--- src/rtl/modem_handshake.sv ---
module modem_handshake #(
  parameter int SYNC_STAGES = 2,
  parameter int REL_DELAY   = 4
) (
  input  logic clk,
  input  logic rst_n,
  input  logic cts_n_pin,
  input  logic dcd_n_pin,
  input  logic auto_en,
  input  logic async_mode,
  input  logic flag_release_en,
  input  logic rts_bit,
  input  logic dtr_bit,
  input  logic req_mode,
  input  logic req_delay_sel,
  input  logic tx_empty,
  input  logic flag_done,
  input  logic tx_dma_req,
  input  logic ie_cts,
  input  logic ie_dcd,
  input  logic status_clr,
  output logic tx_enable,
  output logic rx_enable,
  output logic rts_n,
  output logic dtr_req_n,
  output logic cts_status,
  output logic dcd_status,
  output logic status_irq
);

  localparam int CNT_W = $clog2(REL_DELAY + 1);

  logic [SYNC_STAGES-1:0] cts_sync, dcd_sync;
  logic cts_s, dcd_s, cts_d, dcd_d;
  logic set_now;
  logic rts_q, rts_release;
  logic dtr_q;
  logic [CNT_W-1:0] hold_cnt;

  always_ff @(posedge clk) begin
    if (!rst_n) begin
      cts_sync <= '1;
      dcd_sync <= '1;
      cts_d    <= 1'b1;
      dcd_d    <= 1'b1;
    end else begin
      cts_sync <= {cts_sync[SYNC_STAGES-2:0], cts_n_pin};
      dcd_sync <= {dcd_sync[SYNC_STAGES-2:0], dcd_n_pin};
      cts_d    <= cts_s;
      dcd_d    <= dcd_s;
    end
  end

  assign cts_s   = cts_sync[SYNC_STAGES-1];
  assign dcd_s   = dcd_sync[SYNC_STAGES-1];
  assign set_now = (ie_cts & (cts_s ^ cts_d)) | (ie_dcd & (dcd_s ^ dcd_d));

  always_ff @(posedge clk) begin
    if (!rst_n) begin
      status_irq <= 1'b0;
      cts_status <= 1'b0;
      dcd_status <= 1'b0;
    end else begin
      if (status_clr)   status_irq <= set_now;
      else if (set_now) status_irq <= 1'b1;
      if (!status_irq || status_clr) begin
        cts_status <= ~cts_s;
        dcd_status <= ~dcd_s;
      end
    end
  end

  assign tx_enable = ~auto_en | ~cts_s;
  assign rx_enable = ~auto_en | ~dcd_s;

  assign rts_release = (auto_en & async_mode)          ? tx_empty  :
                       (~async_mode & flag_release_en) ? flag_done : 1'b1;

  always_ff @(posedge clk) begin
    if (!rst_n) rts_q <= 1'b0;
    else        rts_q <= rts_bit | (rts_q & ~rts_release);
  end

  assign rts_n = ~rts_q;

  always_ff @(posedge clk) begin
    if (!rst_n) begin
      dtr_q    <= 1'b0;
      hold_cnt <= '0;
    end else if (!req_mode) begin
      dtr_q    <= dtr_bit;
      hold_cnt <= '0;
    end else begin
      if (tx_dma_req)          hold_cnt <= CNT_W'(REL_DELAY);
      else if (hold_cnt != '0) hold_cnt <= hold_cnt - 1'b1;
      dtr_q <= tx_dma_req | (req_delay_sel & (hold_cnt != '0));
    end
  end

  assign dtr_req_n = ~dtr_q;

endmodule

--- config.mk ---
export PLATFORM = sky130hd
export DESIGN_NAME = modem_handshake
export DESIGN_NICKNAME = d
export VERILOG_FILES = /design/src/rtl/modem_handshake.sv
export SDC_FILE = /design/constraint.sdc
export NUM_CORES = 1
export LEC_CHECK = 0
export CORE_AREA = 4 4 41 43
export CTS_BUF_LIST = sky130_fd_sc_hd__clkbuf_16
export CTS_CLUSTER_DIAMETER = 80
export DETAILED_ROUTE_END_ITERATION = 8
export DIE_AREA = 0 0 45 47
export DONT_BUFFER_PORTS = 1
export PLACE_DENSITY_LB_ADDON = 0.15
export SLEW_MARGIN = 20
export SYNTH_ARGS = -nofsm -noshare
export SYNTH_HDL_FRONTEND = slang
export SYNTH_SLANG_ARGS = --single-unit
export TNS_END_PERCENT = 30
--- constraint.sdc ---
create_clock -name clk -period 1.75 [get_ports clk]
set_input_delay 0.4375 -clock clk [delete_from_list [all_inputs] [get_ports clk]]
set_output_delay 0.4375 -clock clk [all_outputs]
set_load 0.02 [all_outputs]
# After elaboration in Yosys (flattened, before gate mapping)
# Cells that the tools add are included.
[classes]
n_reduce_logical = 7
add_sub_neg = 1
mux = 7
bitwise_logic = 22
[op_table]
columns = ["operator", "n"]
rows = [
  ["$not 1->1", 9],
  ["$and 1x1->1", 6],
  ["$mux 3", 2],
  ["$mux 1", 5],
  ["$or 1x1->1", 5],
  ["$reduce_bool 2->1", 2],
  ["$reduce_bool 3->1", 1],
  ["$reduce_or 3->1", 1],
  ["$sub 3x1->3 const B", 1],
  ["$reduce_and 2->1", 1],
  ["$xor 1x1->1", 2],
  ["$logic_not 1->1", 1],
  ["$logic_or 1x1->1", 1],
]
[totals]
regBits = 14
inputBits = 17
word_cells = 48
out_inout_bits = 7

# Logic depth before layout (Yosys ltp)
[logic_depth]
depth_word = 7
mapped_depth = 6

# Worst setup path after synthesis
# Ideal clock, no wire load.
[synth_timing]
path_type = "flip-flop to flip-flop"
startpoint = "register hold_cnt[0]"
endpoint = "register hold_cnt[2]"
required_time_ns = 1.631
path_stages_with_launch = 7
t_arrival_ns = 1.164
setup_slack_ns = 0.467
period_less_slack_ns = 1.283
cell_sequence = "dfxtp_1 > inv_1 > ha_1 > ha_1 > and2_1 > a211oi_1 > nor2_1"
[synth_between]
elab_chain_len = 3
[synth_lines]
columns = ["item", "line", "text"]
rows = [
  ["start: declaration", "38", "logic [CNT_W-1:0] hold_cnt;"],
  ["start signal: assignment", "94", "if (tx_dma_req) hold_cnt <= CNT_W'(REL_DELAY);"],
  ["start signal: assignment", "95", "else if (hold_cnt != '0) hold_cnt <= hold_cnt - 1'b1;"],
  ["$sub 3x1->3", "95", ""],
  ["$mux 3", "95", ""],
  ["$mux 3", "94", ""],
]
# Several ways; a longest one is shown, not always the timed one. The select of a mux whose other input is x is not followed.
# A chain may end at the register's enable or synchronous reset.

# Final worst setup path
# Same ends and word-level chain as after synthesis.

==> results.ini <==
[detailed_routing]
wl_um=855
viasPerCell=5.08
drt_iter0_drc=1
drt_drc_violations_left=0
routedWlPerCell_um=11.1
vias=391
ant_nets=0
firstDrtPassIters=2

[sta]
setup-tns-final_ns=0
max_freq_mhz=741
tightest_slew_ns=0.245
rsz0062_at_grt=no
finalMaxSlewViolations=0
maxSlewHeadroom=0.836
fin_skew_ns=0.000938
setup_ws_ns=0.400
fin_crit_sh=0.771
layout_min_cycle_time_ns=1.35
setup_viol=0
hold_viol=0

[yosys]
synth_cell_types=16
synth.cell_area_sq_um=548
synth_nets=79
synthCells=59
synth_seq_area_share=0.511
synth_seq_cells=14
syn_area_per_cell_sq_um=9.29
yosysWarnings=0

[floorplanning]
die_area_sq_um=2120
start_util=0.421
row_count=13
io_pins=24
core-area_sq_um=1300
die_h_um=47
die_x_um=45

[cts]
cts_hold_buf=0
numCtsBuffers=3
cts_setup_buffers=0
clk_latency_ns=0.23
cts-root-buf=clkbuf_16
cts.sinks=14
clkTransAtPathRegs_ns=0.04
htree_levels=1
post_cts_resized=0
cts_tree=done
clk_path_buf_depth=2

[global_routing]
grt_use_total=0.0923
antenna_found_initial=0
overflow=0
grt_max_degree=10
first_global_vias=366
grt_pass1_wl_mm=1.41

[pwr]
finalPower_mw=0.799
p_leak_nw=0.277
power_density_nw_per_um2=1250
ir_worst_vdd_uv=793

[setup_path]
worstRegToRegCells=6
cp.depth=6
crit_path_max_fanout=5
crit_start=hold_cnt[0]
slowest_stage=dfxtp_1
crit_chain=inv_1 -> ha_1 -> ha_1 -> and2_1 -> a211oi_1 -> nor2_1
required_ns=1.87
cpMostUsedCell=ha_1
max_stage_delay_ns=0.33
cpLargestDelayFamily=adder cells
critPathBufInv=1
r2r-start=hold_cnt[0]
cp-end-kind=flip-flop
cp-start-kind=flip-flop
crit_arrival_ns=1.47
crit_type=flip-flop to flip-flop

[worst_hold_path]
hold_depth=1
hold_path.class=input port to flip-flop
worstHoldStart=rst_n

[layout]
final_nets=84
syn2layout_area_growth_pct=17.1
diodes=0
drive_gt1_frac=0.0645

[run_status]
outcome=finished clean

[place]
io_buffer_count=0
dpl.hpwl_um=713
dp_slack_ns=0.388
place_congestion=0.701

[flow_run]
drv_cap=0

-- sequential cells by signal (all words and copies together) (netlist names) --
register and count:
cts_d 1, cts_status 1, cts_sync 2, dcd_d 1, dcd_status 1, dcd_sync 2
dtr_q 1, hold_cnt 3, rts_q 1, status_irq 1
-- worst reg2reg max path, stage by stage (launching register included) --
cell and delay (ns):
dfxtp_1 0.33, inv_1 0.05, ha_1 0.20, ha_1 0.24
and2_1 0.15, a211oi_1 0.21, nor2_1 0.06
-- power breakdown --
group	internal [mW]	leakage, nW	switching (mW)
registers	0.335	0.115	0.0119
clock network	0.297	0.0370	0.113
logic	0.0178	0.124	0.0251
-- metal layers --
| metal | share of wire | up-vias | routed length (um) | GRT usage |
|---|---|---|---|---|
| met5 | 0 | - | 0 | 0 |
| li1 | - | 196 | - | - |
| met3 | 0.10 | 0 | 88 | 0.0383 |
| met1 | 0.42 | 180 | 361 | 0.104 |
| met4 | 0 | 0 | 0 | 0.0351 |
| met2 | 0.47 | 15 | 405 | 0.155 |
-- metrics by stage --
stage          utilization  cell area (sq um)  hold slack (ns)  std cells
5_1_grt              0.493                642            0.274         77
3_5_place_dp         0.436                567            0.394         74
2_1_floorplan            -                548            0.386         59
4_1_cts              0.493                642            0.271         77
3_3_place_gp         0.436                567            0.390         74
6_report             0.493                642            0.274         77
-- final timing paths --
kind,to,slack [ns]
min reg2reg,cts_sync[1],0.40
min,cts_sync[0],0.27
max reg2reg,hold_cnt[2],0.40
max,hold_cnt[2],0.40
-- cell usage in the layout, fill, tap and decap left out, types with 2 or more instances in the layout --
cell       instances
dfxtp_1           14
inv_1              8
nand2b_1           6
nand2_1            5
nor2_1             5
a21oi_1            4
a211oi_1           3
xor2_1             3
ha_1               3
clkbuf_16          3
nor3_1             2
-- final cells by class --
cell class | instances | area (sq um)
clock buffer | 3 | 75.1
fill | 142 | 659
sequential | 14 | 280
inverter | 8 | 30.0
tap | 15 | 18.8
multi-input combinational | 37 | 238
-- cell usage after synthesis --
| cell | count | share of area |
|---|---|---|
| a211oi_1 | 3 | 0.041 |
| a21oi_1 | 4 | 0.037 |
| a31oi_1 | 1 | 0.011 |
| and2_1 | 1 | 0.011 |
| and4bb_2 | 1 | 0.023 |
| dfxtp_1 | 14 | 0.51 |
| ha_1 | 3 | 0.069 |
| inv_1 | 8 | 0.055 |
| nand2_1 | 5 | 0.034 |
| nand2b_1 | 6 | 0.069 |
| nand4b_1 | 1 | 0.016 |
| nor2_1 | 5 | 0.034 |
| nor3_1 | 2 | 0.018 |
| o21ai_0 | 1 | 0.0091 |
| or2b_1 | 1 | 0.014 |
| xor2_1 | 3 | 0.048 |
-- cells by family after synthesis --
group / share of synthesized area
simple gates: 0.219
flops: 0.511
compound gates: 0.0982
buf+inv: 0.0548
xor+xnor: 0.0480
fa+ha+maj: 0.0685
Power figures use the tool's default switching activity.
